<file path="config.mk">
export PLATFORM = sky130hd
export DESIGN_NAME = period_irq_timer
export DESIGN_NICKNAME = d
export VERILOG_FILES = /design/src/rtl/period_timer_pkg.sv /design/src/rtl/tmr_ctrl_regs.sv /design/src/rtl/tmr_downcount.sv /design/src/rtl/tmr_irq_flag.sv /design/src/rtl/period_irq_timer.sv
export SDC_FILE = /design/constraint.sdc
export NUM_CORES = 1
export LEC_CHECK = 0
export BUFFER_PORTS_ARGS = -buffer_cell sky130_fd_sc_hd__buf_2
export CAP_MARGIN = 5
export CORE_MARGIN = 1
export CORE_UTILIZATION = 58
export DETAILED_ROUTE_END_ITERATION = 12
export GPL_TIMING_DRIVEN = 1
export PLACE_DENSITY = 0.79
export RECOVER_POWER = 25
export SETUP_SLACK_MARGIN = 0.4
export SLEW_MARGIN = 20
export SYNTH_ARGS = -nofsm -noshare
export SYNTH_HDL_FRONTEND = slang
export SYNTH_SLANG_ARGS = --single-unit
</file>
<file path="constraint.sdc">
create_clock -name clk -period 5.14 [get_ports clk]
set_clock_uncertainty 0.15 [all_clocks]
set_input_delay 0 -clock clk [delete_from_list [all_inputs] [get_ports clk]]
set_output_delay 0 -clock clk [all_outputs]
set_load 0.05 [all_outputs]
</file>
<file path="src/rtl/period_timer_pkg.sv">
package period_timer_pkg;
  localparam int unsigned ADDR_W = 2;

  typedef enum logic [ADDR_W-1:0] {
    SEL_CTRL   = 2'd0,
    SEL_RELOAD = 2'd1,
    SEL_COUNT  = 2'd2,
    SEL_NONE   = 2'd3
  } reg_sel_e;

  localparam int unsigned CB_RUN  = 0;
  localparam int unsigned CB_FLAG = 1;
  localparam int unsigned CB_IE   = 2;
endpackage

</file>
<file path="src/rtl/tmr_ctrl_regs.sv">
module tmr_ctrl_regs
  import period_timer_pkg::*;
#(
  parameter int unsigned CNT_W = 8
) (
  input  logic             clk,
  input  logic             rst,
  input  logic             wr_en,
  input  logic [ADDR_W-1:0] wr_addr,
  input  logic [CNT_W-1:0] wr_data,
  output logic             run_q,
  output logic             ie_q,
  output logic             ie_nxt,
  output logic [CNT_W-1:0] reload_q,
  output logic             start_pulse,
  output logic             flag_clr_req
);
  logic ctrl_wr;
  logic run_nxt;

  assign ctrl_wr      = wr_en && (wr_addr == SEL_CTRL);
  assign run_nxt      = ctrl_wr ? wr_data[CB_RUN] : run_q;
  assign ie_nxt       = ctrl_wr ? wr_data[CB_IE]  : ie_q;
  assign start_pulse  = ctrl_wr && wr_data[CB_RUN] && !run_q;
  assign flag_clr_req = ctrl_wr && !wr_data[CB_FLAG];

  always_ff @(posedge clk) begin
    if (rst) begin
      run_q    <= 1'b0;
      ie_q     <= 1'b0;
      reload_q <= '0;
    end else begin
      run_q <= run_nxt;
      ie_q  <= ie_nxt;
      if (wr_en && (wr_addr == SEL_RELOAD))
        reload_q <= wr_data;
    end
  end
endmodule

</file>
<file path="src/rtl/tmr_downcount.sv">
module tmr_downcount #(
  parameter int unsigned CNT_W = 8
) (
  input  logic             clk,
  input  logic             rst,
  input  logic             run,
  input  logic             start,
  input  logic             tick,
  input  logic [CNT_W-1:0] reload,
  output logic [CNT_W-1:0] count_q,
  output logic             evt
);
  localparam logic [CNT_W-1:0] ONE = CNT_W'(1);

  logic step;
  assign step = run && tick;
  assign evt  = step && (count_q == ONE);

  always_ff @(posedge clk) begin
    if (rst)
      count_q <= '0;
    else if (start || evt)
      count_q <= reload;
    else if (step && (count_q != '0))
      count_q <= count_q - ONE;
  end
endmodule

</file>
<file path="src/rtl/tmr_irq_flag.sv">
module tmr_irq_flag (
  input  logic clk,
  input  logic rst,
  input  logic evt,
  input  logic clr_req,
  input  logic ie_nxt,
  output logic flag_q,
  output logic drive_q
);
  logic flag_nxt;

  // an event outranks a same-cycle clear
  assign flag_nxt = evt ? 1'b1 : (clr_req ? 1'b0 : flag_q);

  always_ff @(posedge clk) begin
    if (rst) begin
      flag_q  <= 1'b0;
      drive_q <= 1'b0;
    end else begin
      flag_q  <= flag_nxt;
      drive_q <= flag_nxt && ie_nxt;
    end
  end
endmodule

</file>
<file path="src/rtl/period_irq_timer.sv">
module period_irq_timer
  import period_timer_pkg::*;
#(
  parameter int unsigned CNT_W = 8
) (
  input  logic             clk,
  input  logic             rst,
  input  logic             tick,
  input  logic             wr_en,
  input  logic [1:0]       wr_addr,
  input  logic [CNT_W-1:0] wr_data,
  input  logic [1:0]       rd_addr,
  output logic [CNT_W-1:0] rd_data,
  output logic             irq_drive,
  output logic             irq_level_n
);
  logic             run_q, ie_q, ie_nxt, start_pulse, flag_clr_req;
  logic             flag_q, evt;
  logic [CNT_W-1:0] reload_q, count_q;
  logic [CNT_W-1:0] ctrl_word, rd_mux;

  tmr_ctrl_regs #(.CNT_W(CNT_W)) u_regs (
    .clk(clk), .rst(rst), .wr_en(wr_en), .wr_addr(wr_addr), .wr_data(wr_data),
    .run_q(run_q), .ie_q(ie_q), .ie_nxt(ie_nxt), .reload_q(reload_q),
    .start_pulse(start_pulse), .flag_clr_req(flag_clr_req)
  );

  tmr_downcount #(.CNT_W(CNT_W)) u_cnt (
    .clk(clk), .rst(rst), .run(run_q), .start(start_pulse), .tick(tick),
    .reload(reload_q), .count_q(count_q), .evt(evt)
  );

  tmr_irq_flag u_irq (
    .clk(clk), .rst(rst), .evt(evt), .clr_req(flag_clr_req), .ie_nxt(ie_nxt),
    .flag_q(flag_q), .drive_q(irq_drive)
  );

  always_comb begin
    ctrl_word          = '0;
    ctrl_word[CB_RUN]  = run_q;
    ctrl_word[CB_FLAG] = flag_q;
    ctrl_word[CB_IE]   = ie_q;
    case (reg_sel_e'(rd_addr))
      SEL_CTRL:   rd_mux = ctrl_word;
      SEL_RELOAD: rd_mux = reload_q;
      SEL_COUNT:  rd_mux = count_q;
      default:    rd_mux = '0;
    endcase
  end

  always_ff @(posedge clk) begin
    if (rst) rd_data <= '0;
    else     rd_data <= rd_mux;
  end

  assign irq_level_n = ~irq_drive;
endmodule

</file>
==> results.env <==
RUN_STATUS='completed'
COUNT_OF_UNRESOLVED_DRC_VIOLATIONS_AFTER_ROUTING=0
CRIT_FANOUT=28
DESIGN.PORTCOUNT=26
SYNTH.MUX.AREA_FRACTION_PCT=9.64
GLOBALROUTEOVERFLOWTOTAL=0
AVGSYNTHCELLAREA_UM2=9.12
NETLIST_TOP_CELLS_AREA='dfxtp_1, mux2i_1, nor2_1, a22oi_1, ha_1'
WIRE_PER_INST_UM=15.9
LARGEST_NET_DEGREE_AT_THE_START_OF_GLOBAL_ROUTING=29
DOMINANT_COMBINATIONAL_CELL_FAMILY_BY_AREA_AFTER_SYNTHESIS='simple AND/OR/NAND/NOR gates'
RELSLEWSLACK_PCT=21.6
POST_SYNTH_MOST_FREQUENT_CELLS='dfxtp_1, nor2_1, mux2i_1'
SYNTH_CELLS=148
TIMING.MAX_CAP.VIOLATIONS=0
P_LEAK_uW=0.000745
WORST_SETUP_HOLD_PATH_CLK_SLEW_NS=0.15
GLOBAL_ROUTE.USAGE.TOTAL_PCT=29.5
CTS.REPAIR_TIMING.SETUP_BUFFER_COUNT=0
HOLDCRITSTARTPOINT='wr_addr[1]'
PORT_BUFFERS=25
WORST_EP_ARRIVAL_TIME_NS=2.15
SYNTH-ADDER-AREA-SHARE_PCT=2.78
ROUTE.ANTENNA.REMAINING_NETS=0
POWER.SEQUENTIAL.FRACTION_PCT=53.3
NUMBER_OF_GLOBAL_ROUTE_VIAS_BEFORE_REPAIR=1245
POWER.DENSITY_nW_PER_UM2=243
PLACEDINSTANCEAREA_UM2=1480
LAYOUT-DRIVE-GT1-SHARE_PCT=13.0
SETUP_VIOL_COUNT_FINAL=0
CLOCK_ROOT_CELL='clkbuf_4'
SYNTH_SEQ_AREA_SHARE_PCT=41.5
POST_CTS_RESIZE_COUNT=0
POWER_REPORT.INTERNAL_TOTAL_uW=325
DESIGN.DIE.AREA_UM2=2520
SW_FRAC_OF_TOTAL_PCT=23.1
CRITICAL_PATH_SOURCE_TYPE='primary input'
VDD.IR_DROP.WORST_mV=0.224
CLOCK_TREE_FROM_TRITONCTS='done'
STDCELL_AREA_UM2=1740
SETUP_REPAIR_AFTER_GLOBAL_ROUTING_MISSED_ITS_MARGIN='false'
DRTPASS1ITERATIONS=4
TIMING.RR.START='u_cnt.count_q[0]'
FINISH.NET_COUNT=213
CTS-HTREE-LEVELS=1
SYNTH.MOST_COMMON_CELL='dfxtp_1'
SYNTH_ENABLE_FLOP_CELLS=0
TIGHTESTPINTRANSITION_NS=1.18
HPWL_UM=2250
CRITICAL_PATH.ENDPOINT_TYPE='flop'
SETUP_TNS_NS=0
SYNTH_SIMPLE_GATE_AREA_SHARE_PCT=20.9
CLOCK_POWER_SHARE_PCT=34.8
DR.FIRST_ITER.DRC_COUNT=50
WORSTSETUPPATHTYPE='primary input to flop'
FINALWEIGHTEDCONGESTION=0.937
VIA_PER_INST=6.03
AREAGROWTHSYNTHTOFINISH_PCT=29.1
MAXSLEWVIOLCOUNT=0
HOLD_PATH_DEPTH=4
CTS_INSERTED_BUFFERS=3
DOMINANTREGCELLSYNTH='dfxtp_1'
WIRELENGTH_UM=3510
FINAL_HOLD_VIOL_COUNT=0
MAXCLOCKFREQUENCY_MHz=483
STD_CELL_ROWS=17
INSERTEDDIODECOUNT=0
FINAL_MIN_PERIOD_OVER_CLOCK_PERIOD_PCT=40.3
GRT_ANTENNA_BEFORE_REPAIR=0
MIN_PATH_TYPE='primary input to flop'
ROUTED-VIA-COUNT=1333
YS_FF_LATCH=28
POST_SYNTH_INSTANCE_AREA_UM2=1350
SYNTH_LARGEST_AREA_CELL='dfxtp_1'
CLOCK_SINK_COUNT=28
WORST_R2R_PATH_DEPTH=6
COMB_POWER_SHARE_PCT=11.9
SYNTH-COMPOUND-AREA-SHARE_PCT=18.7
MAX-CLOCK-PATH-BUFFERS=2
SYNTH_ASYNC_SR_FLOP_SHARE_PCT=0
SYNTH.TOP_CELL.AREA_SHARE_PCT=41.5
INITIAL_CELL_DENSITY_OF_THE_CORE_PCT=61.0
CLKLATENCYLATEPIN_NS=0.34
PERIOD_MINUS_SLACK_NS=2.07
NUMBER_OF_WARNINGS_PRINTED_DURING_YOSYS_SYNTHESIS=0
WORST_SETUP_PATH_STARTPOINT='rst'
NUMBER_OF_DISTINCT_STANDARD_CELLS_REFERENCED_BY_THE_SYNTHESIZED_NETLIST=39
CRIT_REQUIRED_NS=5.22
GRT_PASS1_WL_UM=5580
FP.COREAREA_UM2=2210
DIE_Y_UM=50.2
SYNTH_NETS=167
SWITCHINGPOWER_uW=97.8
POST_SYNTH_XOR_AREA_FRACTION_PCT=1.95
DIEWIDTH_UM=50.2
[power groups by stage]
stage          Combinational (uW)  Clock [uW]  Sequential, uW
6_report                     50.3         147             225
5_1_grt                      54.4         153             226
4_1_cts                      49.0         147             225
3_5_place_dp                 38.2           0             230
3_3_place_gp                 36.7           0             230
2_1_floorplan                24.3           0             231
[per-layer routing]
| metal | part of all wire [%] | track usage [%] | up-vias | wire (um) |
|---|---|---|---|---|
| met1 | 38 | 33.7 | 623 | 1350 |
| met5 | 0 | 0 | - | 0 |
| met4 | 2.4 | 12.9 | 0 | 83 |
| li1 | - | - | 630 | - |
| met2 | 52 | 54.7 | 70 | 1830 |
| met3 | 7.0 | 2.73 | 10 | 245 |
[worst max-delay path: stages]
cell and delay (ns):
dlygate4sd3_1 0.52, clkbuf_1 0.86, nor2_1 0.13, dlygate4sd3_1 0.62
[cell type report]
type / instances / area (um2)
fillers: 159 / 469
multi-input cells: 106 / 729
clock buffers: 3 / 22.5
flip-flops and latches: 28 / 561
well taps: 28 / 35.0
inverters: 8 / 30.0
clock inverters: 1 / 30.0
repair buffers: 47 / 335
[worst paths after layout]
kind	endpoint	slack (ns)
hold / removal	u_regs.ie_q	0.05
setup reg to reg	u_cnt.count_q[4]	3.11
setup / recovery	u_regs.reload_q[3]	3.07
hold reg to reg	u_cnt.count_q[1]	0.37
[sequential cells by signal (all words and copies together) (netlist names)]
| signal | cells |
|---|---|
| u_regs.reload_q | 8 |
| rd_data | 8 |
| u_regs.run_q | 1 |
| u_irq.drive_q | 1 |
| u_cnt.count_q | 8 |
| u_regs.ie_q | 1 |
| u_irq.flag_q | 1 |
[layout by cell type, fill, tap and decap left out, types with 2 or more instances in the layout]
master and count:
inv_1 8, a22oi_1 5, a21o_1 2, mux2i_1 13, dlygate4sd3_1 22, ha_1 3
buf_2 17, clkbuf_1 8, nor2b_1 3, a211oi_1 2, nor3b_1 2, nand2_1 2
and2_1 2, nand3_1 5, a221o_1 3, and3_1 2, o21ai_0 3, clkbuf_4 3
nor2_1 25, nand3b_1 2, xnor2_1 3, a21oi_1 5, o211ai_1 3, dfxtp_1 28
nor3_1 2, a31oi_1 4
[cell families after synthesis]
kind of cell / after synthesis
and+or+nand+nor: 52
DFF: 28
adders and majority gates: 3
muxes: 13
buffers and inverters: 14
AOI/OAI and AO/OA: 35
xor gates and xnor gates: 3
[timing repair]
item	4_1_cts	5_1_grt
endpoints found under the setup margin	0	0
endpoints found under the hold margin	22	0
hold buffers	22	0
[stage by stage]
| stage | total power [uW] | utilization, % | hold slack, ns | std cells | setup WS (ns) |
|---|---|---|---|---|---|
| floorplan | 255 | - | -0.00606 | 148 | 3.38 |
| global placement | 266 | 66.9 | 0.0779 | 195 | 3.30 |
| detailed placement | 268 | 66.9 | 0.0930 | 195 | 3.19 |
| CTS | 421 | 79.2 | 0.0424 | 221 | 3.16 |
| global route | 433 | 78.8 | 0.113 | 221 | 2.87 |
| finish | 423 | 78.8 | 0.0484 | 221 | 3.07 |
Note: power is estimated with default switching activity, not from simulation.
